--- src/rtl/cc_irq_pkg.sv ---
// Shared constants and types for the card host interrupt status unit.
// Assumes a 32-bit register file with byte offsets in an 8-bit space.
package cc_irq_pkg;
    localparam int unsigned REG_W  = 32;
    localparam int unsigned ADDR_W = 8;

    localparam logic [ADDR_W-1:0] OFS_CTRL  = 8'h00;
    localparam logic [ADDR_W-1:0] OFS_MASK  = 8'h30;
    localparam logic [ADDR_W-1:0] OFS_MSTAT = 8'h34;
    localparam logic [ADDR_W-1:0] OFS_RAW   = 8'h38;

    localparam int unsigned CTRL_IEN_BIT = 4;

    // defined event positions: 1..16, 30, 31
    localparam logic [REG_W-1:0] IMPL_BITS = 32'hC001_FFFE;
    // error class positions: 1,6,7,8,11,12,13,15
    localparam logic [REG_W-1:0] ERR_BITS  = 32'h0000_B9C2;

    // dual-meaning window: alternate events land here
    localparam int unsigned ALT_LSB = 8;
    localparam int unsigned ALT_N   = 3;

    typedef struct packed {
        logic ctrl;
        logic mask;
        logic mstat;
        logic raw;
    } reg_sel_t;
endpackage

--- src/rtl/cc_irq_decode.sv ---
// Address decoder: turns the byte offset into one-hot register selects.
// Assumes offsets are compared in full; no aliasing.
module cc_irq_decode
    import cc_irq_pkg::*;
(
    input  logic [ADDR_W-1:0] addr_i,
    output reg_sel_t          sel_o
);
    // one-hot select of the addressed register
    always_comb begin
        sel_o       = '0;
        sel_o.ctrl  = (addr_i == OFS_CTRL);
        sel_o.mask  = (addr_i == OFS_MASK);
        sel_o.mstat = (addr_i == OFS_MSTAT);
        sel_o.raw   = (addr_i == OFS_RAW);
    end
endmodule

--- src/rtl/cc_irq_raw.sv ---
// Sticky raw event status with write-one-to-clear.
// Routes alternate events onto the dual-meaning window when alt_mode_i is set.
// An event on the same edge as a clear of that bit wins.
// Assumes events are one-cycle pulses sampled on the rising edge.
module cc_irq_raw
    import cc_irq_pkg::*;
(
    input  logic             clk,
    input  logic             rst_n,
    input  logic [REG_W-1:0] evt_i,
    input  logic [ALT_N-1:0] alt_evt_i,
    input  logic             alt_mode_i,
    input  logic             clr_we_i,
    input  logic [REG_W-1:0] clr_data_i,
    output logic [REG_W-1:0] raw_o
);
    logic [REG_W-1:0] evt_eff;
    logic [REG_W-1:0] clr_vec;
    logic [REG_W-1:0] raw_q;

    // per-bit source selection; undefined positions tied off
    for (genvar k = 0; k < REG_W; k++) begin : g_src
        if (!IMPL_BITS[k]) begin : g_none
            assign evt_eff[k] = 1'b0;
        end else if (k >= ALT_LSB && k < ALT_LSB + ALT_N) begin : g_dual
            assign evt_eff[k] = alt_mode_i ? alt_evt_i[k-ALT_LSB] : evt_i[k];
        end else begin : g_plain
            assign evt_eff[k] = evt_i[k];
        end
    end

    assign clr_vec = clr_we_i ? clr_data_i : '0;

    // capture events, clear on write, event has priority
    always_ff @(posedge clk) begin
        if (!rst_n) raw_q <= '0;
        else        raw_q <= (evt_eff | (raw_q & ~clr_vec)) & IMPL_BITS;
    end

    assign raw_o = raw_q;


    evt_sets_chk: assert property (@(posedge clk) disable iff (!rst_n)
        (evt_eff != '0) |=> ((raw_q & $past(evt_eff)) == $past(evt_eff)));


    clr_takes_chk: assert property (@(posedge clk) disable iff (!rst_n)
        ((clr_vec & ~evt_eff) != '0) |=> ((raw_q & $past(clr_vec & ~evt_eff)) == '0));


    sticky_chk: assert property (@(posedge clk) disable iff (!rst_n)
        1'b1 |=> ((raw_q & $past(raw_q & ~clr_vec)) == $past(raw_q & ~clr_vec)));


    undef_zero_chk: assert property (@(posedge clk) disable iff (!rst_n)
        (raw_q & ~IMPL_BITS) == '0);
endmodule

--- src/rtl/cc_irq_out.sv ---
// Mask and enable registers plus the masked status, interrupt and error summary.
// Assumes raw_i comes straight from the status register (no glitch filtering).
module cc_irq_out
    import cc_irq_pkg::*;
(
    input  logic             clk,
    input  logic             rst_n,
    input  logic [REG_W-1:0] raw_i,
    input  logic             mask_we_i,
    input  logic             ctrl_we_i,
    input  logic [REG_W-1:0] wdata_i,
    output logic [REG_W-1:0] mask_o,
    output logic             ien_o,
    output logic [REG_W-1:0] mstat_o,
    output logic             irq_o,
    output logic             err_o
);
    logic [REG_W-1:0] mask_q;
    logic             ien_q;

    // mask register keeps defined positions only
    always_ff @(posedge clk) begin
        if (!rst_n)         mask_q <= '0;
        else if (mask_we_i) mask_q <= wdata_i & IMPL_BITS;
    end

    // global interrupt enable bit
    always_ff @(posedge clk) begin
        if (!rst_n)         ien_q <= 1'b0;
        else if (ctrl_we_i) ien_q <= wdata_i[CTRL_IEN_BIT];
    end

    // derived views of the pending events
    always_comb begin
        mstat_o = raw_i & mask_q;
        irq_o   = ien_q && (mstat_o != '0);
        err_o   = |(raw_i & ERR_BITS);
    end

    assign mask_o = mask_q;
    assign ien_o  = ien_q;


    irq_off_chk: assert property (@(posedge clk) disable iff (!rst_n)
        (ctrl_we_i && !wdata_i[CTRL_IEN_BIT]) |=> !irq_o);


    mask_zero_chk: assert property (@(posedge clk) disable iff (!rst_n)
        (mask_we_i && wdata_i == '0) |=> (mstat_o == '0 && !irq_o));


    mask_undef_chk: assert property (@(posedge clk) disable iff (!rst_n)
        (mask_q & ~IMPL_BITS) == '0);


    err_quiet_chk: assert property (@(posedge clk) disable iff (!rst_n)
        (raw_i == '0) |-> !err_o);
endmodule

--- src/rtl/cc_irq_status.sv ---
// Top of the card host interrupt status unit.
// Wires decode, raw status and output logic; read data is combinational on addr_i.
// Assumes a single writer; a write and a read share addr_i.
module cc_irq_status
    import cc_irq_pkg::*;
(
    input  logic             clk,
    input  logic             rst_n,
    input  logic [31:0]      evt_i,
    input  logic [2:0]       alt_evt_i,
    input  logic             alt_mode_i,
    input  logic             wr_en_i,
    input  logic [7:0]       addr_i,
    input  logic [31:0]      wdata_i,
    output logic [31:0]      rdata_o,
    output logic             irq_o,
    output logic             err_sum_o
);
    reg_sel_t         sel;
    logic [REG_W-1:0] raw;
    logic [REG_W-1:0] mask;
    logic [REG_W-1:0] mstat;
    logic             ien;

    cc_irq_decode u_dec (
        .addr_i (addr_i),
        .sel_o  (sel)
    );

    cc_irq_raw u_raw (
        .clk        (clk),
        .rst_n      (rst_n),
        .evt_i      (evt_i),
        .alt_evt_i  (alt_evt_i),
        .alt_mode_i (alt_mode_i),
        .clr_we_i   (wr_en_i && sel.raw),
        .clr_data_i (wdata_i),
        .raw_o      (raw)
    );

    cc_irq_out u_out (
        .clk       (clk),
        .rst_n     (rst_n),
        .raw_i     (raw),
        .mask_we_i (wr_en_i && sel.mask),
        .ctrl_we_i (wr_en_i && sel.ctrl),
        .wdata_i   (wdata_i),
        .mask_o    (mask),
        .ien_o     (ien),
        .mstat_o   (mstat),
        .irq_o     (irq_o),
        .err_o     (err_sum_o)
    );

    // read-back multiplexer; unmapped offsets return zero
    always_comb begin
        rdata_o = '0;
        if (sel.ctrl)  rdata_o[CTRL_IEN_BIT] = ien;
        if (sel.mask)  rdata_o = mask;
        if (sel.mstat) rdata_o = mstat;
        if (sel.raw)   rdata_o = raw;
    end
endmodule

--- config.mk ---
export PLATFORM = sky130hd
export DESIGN_NAME = cc_irq_status
export DESIGN_NICKNAME = d
export VERILOG_FILES = /design/src/rtl/cc_irq_pkg.sv /design/src/rtl/cc_irq_decode.sv /design/src/rtl/cc_irq_raw.sv /design/src/rtl/cc_irq_out.sv /design/src/rtl/cc_irq_status.sv
export SDC_FILE = /design/constraint.sdc
export NUM_CORES = 1
export LEC_CHECK = 0
export BUFFER_PORTS_ARGS = -buffer_cell sky130_fd_sc_hd__buf_2
export CORE_AREA = 2 2 79 81
export DETAILED_ROUTE_END_ITERATION = 12
export DIE_AREA = 0 0 81 83
export GPL_TIMING_DRIVEN = 0
export PLACE_DENSITY_LB_ADDON = 0.25
export RECOVER_POWER = 25
export SYNTH_ARGS = -nofsm -noshare
export SYNTH_HDL_FRONTEND = slang
export SYNTH_HIERARCHICAL = 1
export SYNTH_SLANG_ARGS = --single-unit
export TNS_END_PERCENT = 100
--- constraint.sdc ---
create_clock -name clk -period 2.8 [get_ports clk]
set_clock_uncertainty 0.05 [all_clocks]
set_input_delay 0.42 -clock clk [delete_from_list [all_inputs] [get_ports clk]]
set_output_delay 0.42 -clock clk [all_outputs]
set_load 0.1 [all_outputs]
Yosys cells after proc, flatten, opt, wreduce, memory -nomap -nowiden. Cells that the tools add are included.

Equal/unequal tests: 3. Muxes and demuxes: 8. Bitwise operators: 4. Reductions and logical operators: 7.

Operators by type and width (count): 32-bit 2-to-1 mux (4); 32-bit AND (2); 32-bit NOT (1); 32-bit OR (1); 32-bit nonzero test (1); 8-bit by 6-bit == test with 1-bit output (second input constant) (3); 8-bit zero test (1); 8-bit OR reduction (1); 1-bit logical AND (4); 1-bit 2-to-1 mux (4).

Register bits after elaboration: 51. Input bits: 79. Output and inout port bits: 34. Logic and storage cells: 26.

Longest topological paths before layout. Gate-level depths: netlist (run 1).

Depth after elaboration: 6. Gate-level depth with buffers: 8. Mapped depth without buffers: 5.

Hierarchy. Netlist (run 1), hierarchy kept.

By module, submodules not included: cc_irq_out (instances 1, cells an instance 117, area each 1096.1 sq um, sequential area each 380.4 sq um); cc_irq_status (instances 1, cells an instance 120, area each 809.5 sq um, sequential area each 0.0 sq um); cc_irq_raw (instances 1, cells an instance 75, area each 794.5 sq um, sequential area each 360.3 sq um); cc_irq_decode (instances 1, cells an instance 9, area each 62.6 sq um, sequential area each 0.0 sq um).

Worst setup path before layout (run 1). Ideal clock, no wire load.

Path type: input to output. Start point: input addr_i[1]. End point: output rdata_o[10]. Arrival: 3.122 ns. Data required time: 2.330 ns. Slack: -0.792 ns. Stages on the path: 6. Buffers on the path: 1. Path through: or4_4 -> nor2_1 -> nor2b_4 -> buf_2 -> a221oi_1 -> a21oi_1.

RTL lines: from (decl) (line cc_irq_status.sv:13) `input logic [7:0] addr_i,`; to (decl) (line cc_irq_status.sv:15) `output logic [31:0] rdata_o,`.

==> results.ini, run 1 <==
[timing]
finalCritPeriodShare = 0.989
rsz0062_at_grt = true
post-route-min-period_ps = 2770
tightestPinTransition_ps = 1160
worst_slack_ps = 30.3
relSlewSlack = 0.233
setup_viol = 0
fmax_mhz = 361
maxSlewViolCount = 0
setup-tns-final_ps = 0
whs_ps = 281
hold_viol = 0

[drt]
drt_iter0_drc = 65
routed_via_density = 4.86
antenna_left = 0
dr.pass1.iters = 4
vias = 2559
wire_per_inst_um = 13.1
totalWireLength_um = 6880
drc = 0

[critical_path]
worst-setup-path-type = in -> out
cpMostUsedCell = buf_2
arrival_ps = 2300
crit_chain = buf_2 > or4_4 > nor2_2 > nor2b_4 > buf_2 > a221oi_1 > a21oi_4 > buf_6
critPathLaunchType = input port
path_buf_inv = 3
crit_slowest_cell = or4_4
r2r-end = u_raw/raw_o[11]
timing.rr.start = u_raw/raw_o[11]
endpoint_kind = output pin
required_ps = 2330
cpLargestDelayFamily = simple AND/OR/NAND/NOR gates
crit_fanout = 10
reg2reg_depth = 2
cp_slowest_stage_delay_ps = 540
r2r_slack_ps = 1970

[yosys]
synthTopCellsByArea = dfxtp_1 27%, buf_4 12%, mux2i_1 6.9%
ys_ff_latch = 37
ys_seq_area_frac = 0.268
yosys_most_used_dff = dfxtp_1
ys_warn_count = 6
synth_area_um2 = 2760
netlist_instances = 321
synth_top_area_frac = 0.268
yosysTopAreaCell = dfxtp_1
syn_area_per_cell_um2 = 8.61
synth_edf_count = 0
synth_common_cells = 43 x buf_4, 37 x dfxtp_1, 29 x inv_1
ys_types = 33
async_flop_share = 0
yosysMostFrequentCell = buf_4

[job]
cap_violations = 0

[worst_hold_path]
hold_depth = 2
min_from = evt_i[12]
hp-class = in -> reg
hold_path_end = u_raw/raw_o[12]

[global_route]
overflow = 0
groute.usage.overall = 0.209
grt_pass1_vias = 2488
grt_pass1_wl_um = 11200
antenna_found_initial = 0
grt_max_degree = 12

[cts]
ctsHoldBuffers = 0
postCtsSetupBuffers = 0
cts_tree = built
clkSlewWorstSetupHoldPaths_ps = 70
root_buffer = clkbuf_8
cts_buffers = 5
clock_sinks = 37
insertion_delay_ps = 290
htree_levels = 2
cts_resized = 23
clk_path_buf_depth = 2

[placed_design]
gp_congestion = 0.774
pre_cts_ws_ps = -254
dp_hpwl_um = 5240
numPortBuffers = 83

[finish]
area_delta_synth_final_pct = 37.1
postLayoutCoreUtil = 0.651
drive_above_1_share = 0.438
n_fill_cell = 527
num_antenna_cells = 0
nets = 530

[die]
die_h_um = 83
start_util = 0.475
die_area_um2 = 6720
fp.dieW_um = 81
rows = 28
ios = 113
core_area_um2 = 5820

[status]
outcome = completed

[power_and_ir_drop]
p_leak_nw = 1.64
p_per_area_nw_per_um2 = 298
irDropWorstVdd_mv = 0.352

-- kinds of logic after synthesis --
kind of cell / count (synthesis) / synth area share
flops: 37 / 0.268
buf+inv: 91 / 0.197
compound gates: 100 / 0.293
simple gates: 67 / 0.150
other cells: 2 / 0.00272
mux: 24 / 0.0892
-- final cells by class --
type / count / area (um^2) / share of cell area
buffer: 62 / 438 / 0.116
clock buffer: 6 / 72.6 / 0.0192
clock inverter: 2 / 10.0 / 0.00264
inverter: 29 / 109 / 0.0287
multi-input combinational: 233 / 1810 / 0.479
sequential: 37 / 741 / 0.196
tap: 75 / 93.8 / 0.0248
timing repair buffer: 83 / 509 / 0.134
-- metal layers --
layer / up-vias / wire length [um] / track usage
li1: 1308 / - / -
met1: 1169 / 2900 / 0.250
met2: 76 / 3540 / 0.384
met3: 6 / 375 / 0.0370
met4: 0 / 63 / 0.0416
met5: - / 0 / 0
-- metrics by stage --
step	instances	total power, W	area (um^2)
2_1_floorplan	361	0.000710	3100
3_3_place_gp	519	0.000766	3610
3_5_place_dp	519	0.000770	3610
4_1_cts	527	0.00113	3750
5_1_grt	527	0.00119	3790
6_report	527	0.00113	3790
-- power by group --
part           leakage (nW)  switching, W  internal [W]  total [W]
Sequential            0.304     0.0000152      0.000546   0.000561
Combinational          1.29     0.0000992      0.000103   0.000202
Clock                0.0450      0.000194      0.000173   0.000367
Total                  1.64      0.000309      0.000821    0.00113
-- flip-flops by register name, summed over array words and instances, names as in the netlist --
signal	cells
u_raw/raw_o	18
u_out/mask_o	18
u_out/ien_o	1
-- cell usage in the layout, fill, tap and decap left out, types with 13 or more instances in the layout --
cell type and n:
conb_1 42, dfxtp_1 37, buf_4 51, a21boi_0 13, inv_1 29, a221oi_1 19
a21oi_2 14, o21a_1 18, and2_1 18, nor2b_1 20, mux2i_1 19, a21oi_4 15
buf_2 67
-- worst max-delay path by stage --
stage	from	end	slack [ps]	depth (start not counted)
after detailed placement	addr_i[1]	rdata_o[13]	-250	8
after global routing	addr_i[1]	rdata_o[16]	-40	8
after CTS	addr_i[1]	rdata_o[11]	6	8
after global placement	addr_i[1]	rdata_o[13]	-210	8
after floorplan	addr_i[1]	rdata_o[10]	-170	6
final	addr_i[1]	rdata_o[12]	30	8
-- worst reg2reg max path, stage by stage (launching register included) --
cell      delay [ps]
dfxtp_1          370
a21boi_0         230
o21a_1           130
(Power assumes the default switching activity.)
==> inputs of run 2 (changes only) <==
BUFFER_PORTS_ARGS = not set   (was -buffer_cell sky130_fd_sc_hd__buf_2)
CORE_AREA = 2 2 69 71   (was 2 2 79 81)
DIE_AREA = 0 0 71 73   (was 0 0 81 83)
DONT_BUFFER_PORTS = 1   (was not set)
PLACE_DENSITY = 0.78   (was not set)
PLACE_DENSITY_LB_ADDON = not set   (was 0.25)
==> run 2 against run 1 <==
Non-clock buffer count is 83 lower. Combinational power down 19%. Utilization rose by 9.7 points. Maximum frequency rose by 2.8%. Highest routed layer unchanged.
==> results.ini, run 2 (same netlist as run 1, synthesis figures left out) <==
[status]
outcome = completed  ; unchanged

[die]
core_area_um2 = 4540  ; was 5820 um^2
fp.dieW_um = 71  ; was 81 um
die_h_um = 73  ; was 83 um
ios = 113  ; unchanged
die_area_um2 = 5180  ; was 6720 um^2
start_util = 0.609  ; was 0.475
rows = 25  ; was 28

[timing]
finalCritPeriodShare = 0.962  ; was 0.989
post-route-min-period_ps = 2690  ; was 2770 ps
fmax_mhz = 371  ; was 361 MHz
tightestPinTransition_ps = 1060  ; was 1160 ps
setup_viol = 0  ; unchanged
whs_ps = 196  ; was 281 ps
setup-tns-final_ps = 0  ; unchanged
hold_viol = 0  ; unchanged
rsz0062_at_grt = false  ; was true
maxSlewViolCount = 0  ; unchanged
relSlewSlack = 0.297  ; was 0.233

[drt]
drt_iter0_drc = 94  ; was 65
wire_per_inst_um = 15.5  ; was 13.1 um
drc = 0  ; unchanged
totalWireLength_um = 6530  ; was 6880 um
antenna_left = 0  ; unchanged
routed_via_density = 5.37  ; was 4.86
vias = 2265  ; was 2559
dr.pass1.iters = 4  ; unchanged

[job]
cap_violations = 0  ; unchanged

[placed_design]
dpl_cell_area_um2 = 3160  ; was 3610 um^2
numPortBuffers = 0  ; was 83
place_inst = 415  ; was 519
gp_congestion = 0.825  ; was 0.774
dp_hpwl_um = 4750  ; was 5240 um

[cts]
insertion_delay_ps = 290  ; about the same
root_buffer = clkbuf_8  ; unchanged
clkSlewWorstSetupHoldPaths_ps = 80  ; was 70 ps
ctsHoldBuffers = 0  ; unchanged
clk_path_buf_depth = 2  ; unchanged
htree_levels = 2  ; unchanged
cts_tree = built  ; unchanged
clock_sinks = 37  ; unchanged
cts_buffers = 5  ; unchanged

[finish]
fin_area_um2 = 3390  ; was 3790 um^2
nets = 447  ; was 530
drive_above_1_share = 0.321  ; was 0.438
final_cell_mix = 44 x buf_4, 42 x conb_1, 37 x dfxtp_1  ; was 67 x buf_2, 51 x buf_4, 42 x conb_1
fin_cells = 422  ; was 527
num_antenna_cells = 0  ; unchanged
area_delta_synth_final_pct = 22.8  ; was 37.1%
final_common_cell = buf_4  ; was buf_2

[critical_path]
timing.rr.start = u_raw/raw_o[12]  ; was u_raw/raw_o[11]
reg2reg_depth = 2  ; unchanged
crit_fanout = 10  ; unchanged
critPathLaunchType = input port  ; unchanged
endpoint_kind = output pin  ; unchanged
worst-setup-path-type = in -> out  ; unchanged
arrival_ps = 2220  ; was 2300 ps
required_ps = 2330  ; about the same
r2r-end = u_raw/raw_o[12]  ; was u_raw/raw_o[11]
r2r_slack_ps = 1950  ; was 1970 ps

[power_and_ir_drop]
netSwitchingPower_w = 0.000293  ; was 0.000309 W
clkPwrFrac = 0.335  ; was 0.325
irDropWorstVdd_mv = 0.449  ; was 0.352 mV
power_frac_seq = 0.515  ; was 0.497
p_total_w = 0.00109  ; was 0.00113 W
switching_share = 0.270  ; was 0.273
combPwrFrac = 0.150  ; was 0.179
p_per_area_nw_per_um2 = 321  ; was 298 nW/um^2
p_leak_nw = 1.28  ; was 1.64 nW
p_int_w = 0.000795  ; was 0.000821 W

[worst_hold_path]
hp-class = in -> reg  ; unchanged
hold_depth = 1  ; was 2
min_from = evt_i[3]  ; was evt_i[12]
hold_path_end = u_raw/raw_o[3]  ; was u_raw/raw_o[12]

[global_route]
grt_pass1_wl_um = 10500  ; was 11200 um
grt_pass1_vias = 2284  ; was 2488
groute.usage.overall = 0.259  ; was 0.209
overflow = 0  ; unchanged
grt_max_degree = 12  ; unchanged
antenna_found_initial = 0  ; unchanged

-- run 2: changes by cell type in the layout (fill, tap and decap cells not counted), sizes merged --
cell,change
buf,-78
clkbuf,-5
clkinv,-1
-- run 2: repair_timing --
item	in CTS	in global routing
gates resized for setup	11	20
endpoints found under the setup margin	29	20
setup buffers	0	0
-- run 2: layout make-up --
class | count | area (um^2)
Fill cell | 351 | 1140
Clock buffer | 6 | 72.6
Multi-Input combinational cell | 233 | 1940
Tap cell | 54 | 67.6
Buffer | 62 | 455
Inverter | 29 | 109
Clock inverter | 1 | 8.76
Sequential cell | 37 | 741
-- run 2: critical path: stages --
cell and delay, ps:
or4_4 540, nor2_4 180, nor2b_4 180, buf_4 190
a221oi_1 120, a21oi_4 580
-- run 2: how the worst max path moves through the flow --
stage                     startpoint          end  slack, ps  depth (start not counted)
final                      addr_i[1]  rdata_o[15]        110                          6
after global routing       addr_i[1]  rdata_o[11]         20                          6
after CTS                  addr_i[6]  rdata_o[27]       -110                          6
after detailed placement   addr_i[1]  rdata_o[10]       -410                          6
after global placement     addr_i[1]  rdata_o[10]       -410                          6
after floorplan            addr_i[1]  rdata_o[10]       -170                          6
-- run 2: power groups by stage --
stage	sequential (W)	clock, W	combinational, W
2_1_floorplan	0.000568	0	0.000142
3_3_place_gp	0.000572	0	0.000150
3_5_place_dp	0.000572	0	0.000152
4_1_cts	0.000560	0.000369	0.000155
5_1_grt	0.000563	0.000392	0.000177
6_report	0.000561	0.000364	0.000163
-- run 2: metrics by stage --
stage / utilization / worst slack [ps]
after floorplan: - / -169
final: 0.748 / 106
after global routing: 0.748 / 24.5
after global placement: 0.698 / -411
after CTS: 0.730 / -111
after detailed placement: 0.698 / -412
-- run 2: layer usage --
layer | routed length (um) | global-route usage | vias to the layer above | part of all wire
li1 | - | - | 1141 | -
met3 | 466 | 0.0773 | 15 | 0.071
met4 | 130 | 0.0818 | 0 | 0.020
met2 | 3220 | 0.444 | 70 | 0.49
met1 | 2710 | 0.314 | 1039 | 0.42
met5 | 0 | 0 | - | 0
==> inputs of run 3 (changes only) <==
CORE_AREA = 2 2 92 94   (was 2 2 69 71)
DIE_AREA = 0 0 94 96   (was 0 0 71 73)
PLACE_DENSITY = not set   (was 0.78)
==> run 3 against run 2 <==
Sequential share of layout area is 0.75 points lower. First-iteration DRC count is 52% lower. Sequential power hardly changed. Register-to-register slack better by 40 ps. Hold slack worse by 0.80 ps. Largest cell class unchanged. Largest power group unchanged.
==> results.ini, run 3 (same netlist as run 1, synthesis figures left out) <==
[cts]
insertion_delay_ps = 290  ; about the same
cts_tree = built  ; unchanged
clkSlewWorstSetupHoldPaths_ps = 80  ; about the same
root_buffer = clkbuf_8  ; unchanged
htree_levels = 2  ; unchanged
clock_sinks = 37  ; unchanged
ctsHoldBuffers = 0  ; unchanged
clk_path_buf_depth = 2  ; unchanged
cts_buffers = 5  ; unchanged

[die]
rows = 33  ; was 25
core_area_um2 = 8050  ; was 4540 um^2
ios = 113  ; unchanged
die_area_um2 = 9020  ; was 5180 um^2
die_h_um = 96  ; was 73 um
fp.dieW_um = 94  ; was 71 um
start_util = 0.343  ; was 0.609

[finish]
final_cell_mix = 45 x buf_4, 42 x conb_1, 37 x dfxtp_1  ; was 44 x buf_4, 42 x conb_1, 37 x dfxtp_1
n_fill_cell = 798  ; was 351
nets = 449  ; was 447
area_delta_synth_final_pct = 27.1  ; was 22.8%
final_common_cell = buf_4  ; unchanged
regArea_um2 = 741  ; unchanged
fin_cells = 476  ; was 422
multi_input_area_um2 = 1930  ; was 1940 um^2
drive_above_1_share = 0.326  ; was 0.321
num_antenna_cells = 0  ; unchanged

[drt]
drt_iter0_drc = 45  ; was 94
maxUsedRoutingLayer = met4  ; unchanged
routed_via_density = 4.75  ; was 5.37
dr_wl_met3_um = 464  ; was 466 um
wire_per_inst_um = 14.7  ; was 15.5 um
vias = 2263  ; was 2265
wl_met2_um = 3530  ; was 3220 um
drc = 0  ; unchanged
met1Wirelength_um = 2920  ; was 2710 um
dr.pass1.iters = 4  ; unchanged
antenna_left = 0  ; unchanged
totalWireLength_um = 7000  ; was 6530 um

[timing]
tightestPinTransition_ps = 1060  ; about the same
fmax_mhz = 368  ; was 371 MHz
relSlewSlack = 0.294  ; was 0.297
worst_slack_ps = 82.6  ; was 106 ps
finalCritPeriodShare = 0.971  ; was 0.962
hold_viol = 0  ; unchanged
setup_viol = 0  ; unchanged
post-route-min-period_ps = 2720  ; was 2690 ps
maxSlewViolCount = 0  ; unchanged
whs_ps = 195  ; was 196 ps

[global_route]
antenna_found_initial = 0  ; unchanged
grt_pass1_vias = 2240  ; was 2284
groute.usage.overall = 0.157  ; was 0.259
overflow = 0  ; unchanged
grt_max_degree = 13  ; was 12
grt_pass1_wl_um = 11000  ; was 10500 um

[critical_path]
r2r_slack_ps = 1990  ; was 1950 ps
timing.rr.start = u_raw/raw_o[8]  ; was u_raw/raw_o[12]
critPathLaunchType = input port  ; unchanged
crit_fanout = 10  ; unchanged
required_ps = 2330  ; about the same
arrival_ps = 2250  ; was 2220 ps
worst-setup-path-type = in -> out  ; unchanged
r2r-end = u_raw/raw_o[8]  ; was u_raw/raw_o[12]
reg2reg_depth = 2  ; unchanged
endpoint_kind = output pin  ; unchanged

[job]
cap_violations = 0  ; unchanged

[status]
outcome = completed  ; unchanged

[placed_design]
gp_congestion = 0.732  ; was 0.825
dp_hpwl_um = 5300  ; was 4750 um
place_inst = 466  ; was 415
pre_cts_ws_ps = -505  ; was -412 ps
numPortBuffers = 0  ; unchanged

[worst_hold_path]
min_from = evt_i[30]  ; was evt_i[3]
hold_depth = 1  ; unchanged
hold_path_end = u_raw/raw_o[30]  ; was u_raw/raw_o[3]
hp-class = in -> reg  ; unchanged

[power_and_ir_drop]
irDropWorstVdd_mv = 0.278  ; was 0.449 mV
p_leak_nw = 1.32  ; was 1.28 nW
p_per_area_nw_per_um2 = 360  ; was 321 nW/um^2

==> run 3: changes by cell type in the layout (fill, tap and decap cells not counted) <==
cell / delta
nor4_1: +1
bufinv_16: +2
nor4_2: -1
buf_2: +3
clkbuf_1: -1
clkbuf_2: -1
clkinv_2: +1
clkinv_4: -1
clkbuf_4: -1
buf_4: +1
==> run 3: routing by layer <==
layer  up-vias  GRT usage
met1      1044      0.187
li1       1141          -
met5         -          0
met2        70      0.273
met3         8     0.0439
met4         0     0.0531
==> run 3: power by group <==
group / switching [W] / internal [W]
Clock: 0.000191 / 0.000354
Combinational: 0.0000843 / 0.0000768
Sequential: 0.0000149 / 0.000546
Total: 0.000290 / 0.000976
==> run 3: worst max-delay path: stages <==
cell	delay [ps]
or4_4	540
nor2_4	170
nor2b_4	180
clkbuf_4	220
a221oi_1	140
a21oi_4	580
==> run 3: final cells by class <==
type / count / share of cell area
plain buffers: 62 / 0.128
clock buffers: 5 / 0.0196
clock inverters: 3 / 0.0185
inverters: 29 / 0.0310
multi-input cells: 233 / 0.550
flip-flops and latches: 37 / 0.211
well taps: 105 / 0.0374
repair buffers: 2 / 0.00428
==> run 3: worst max path at each step <==
| stage | start | to | cells past startpoint |
|---|---|---|---|
| floorplan | addr_i[1] | rdata_o[10] | 6 |
| global placement | addr_i[1] | rdata_o[10] | 6 |
| detailed placement | addr_i[1] | rdata_o[10] | 6 |
| CTS | addr_i[6] | rdata_o[25] | 6 |
| global route | addr_i[6] | rdata_o[0] | 6 |
| finish | addr_i[1] | rdata_o[13] | 6 |
==> run 3: repair_timing <==
| action | CTS | global route |
|---|---|---|
| resized for setup | 11 | 16 |
| setup endpoints to repair | 30 | 27 |
| pin swaps | 0 | 1 |
| gates cloned | 0 | 0 |
| buffers inserted | 0 | 2 |
==> run 3: metrics by stage <==
step / instance area (um^2) / TNS (ps) / power [W] / util
global route: 3510 / -14.0 / 0.00132 / 0.436
finish: 3510 / 0 / 0.00127 / 0.436
detailed placement: 3230 / -4290 / 0.000725 / 0.401
global placement: 3230 / -3860 / 0.000723 / 0.401
floorplan: 3100 / -169 / 0.000710 / -
CTS: 3430 / -1400 / 0.00127 / 0.426
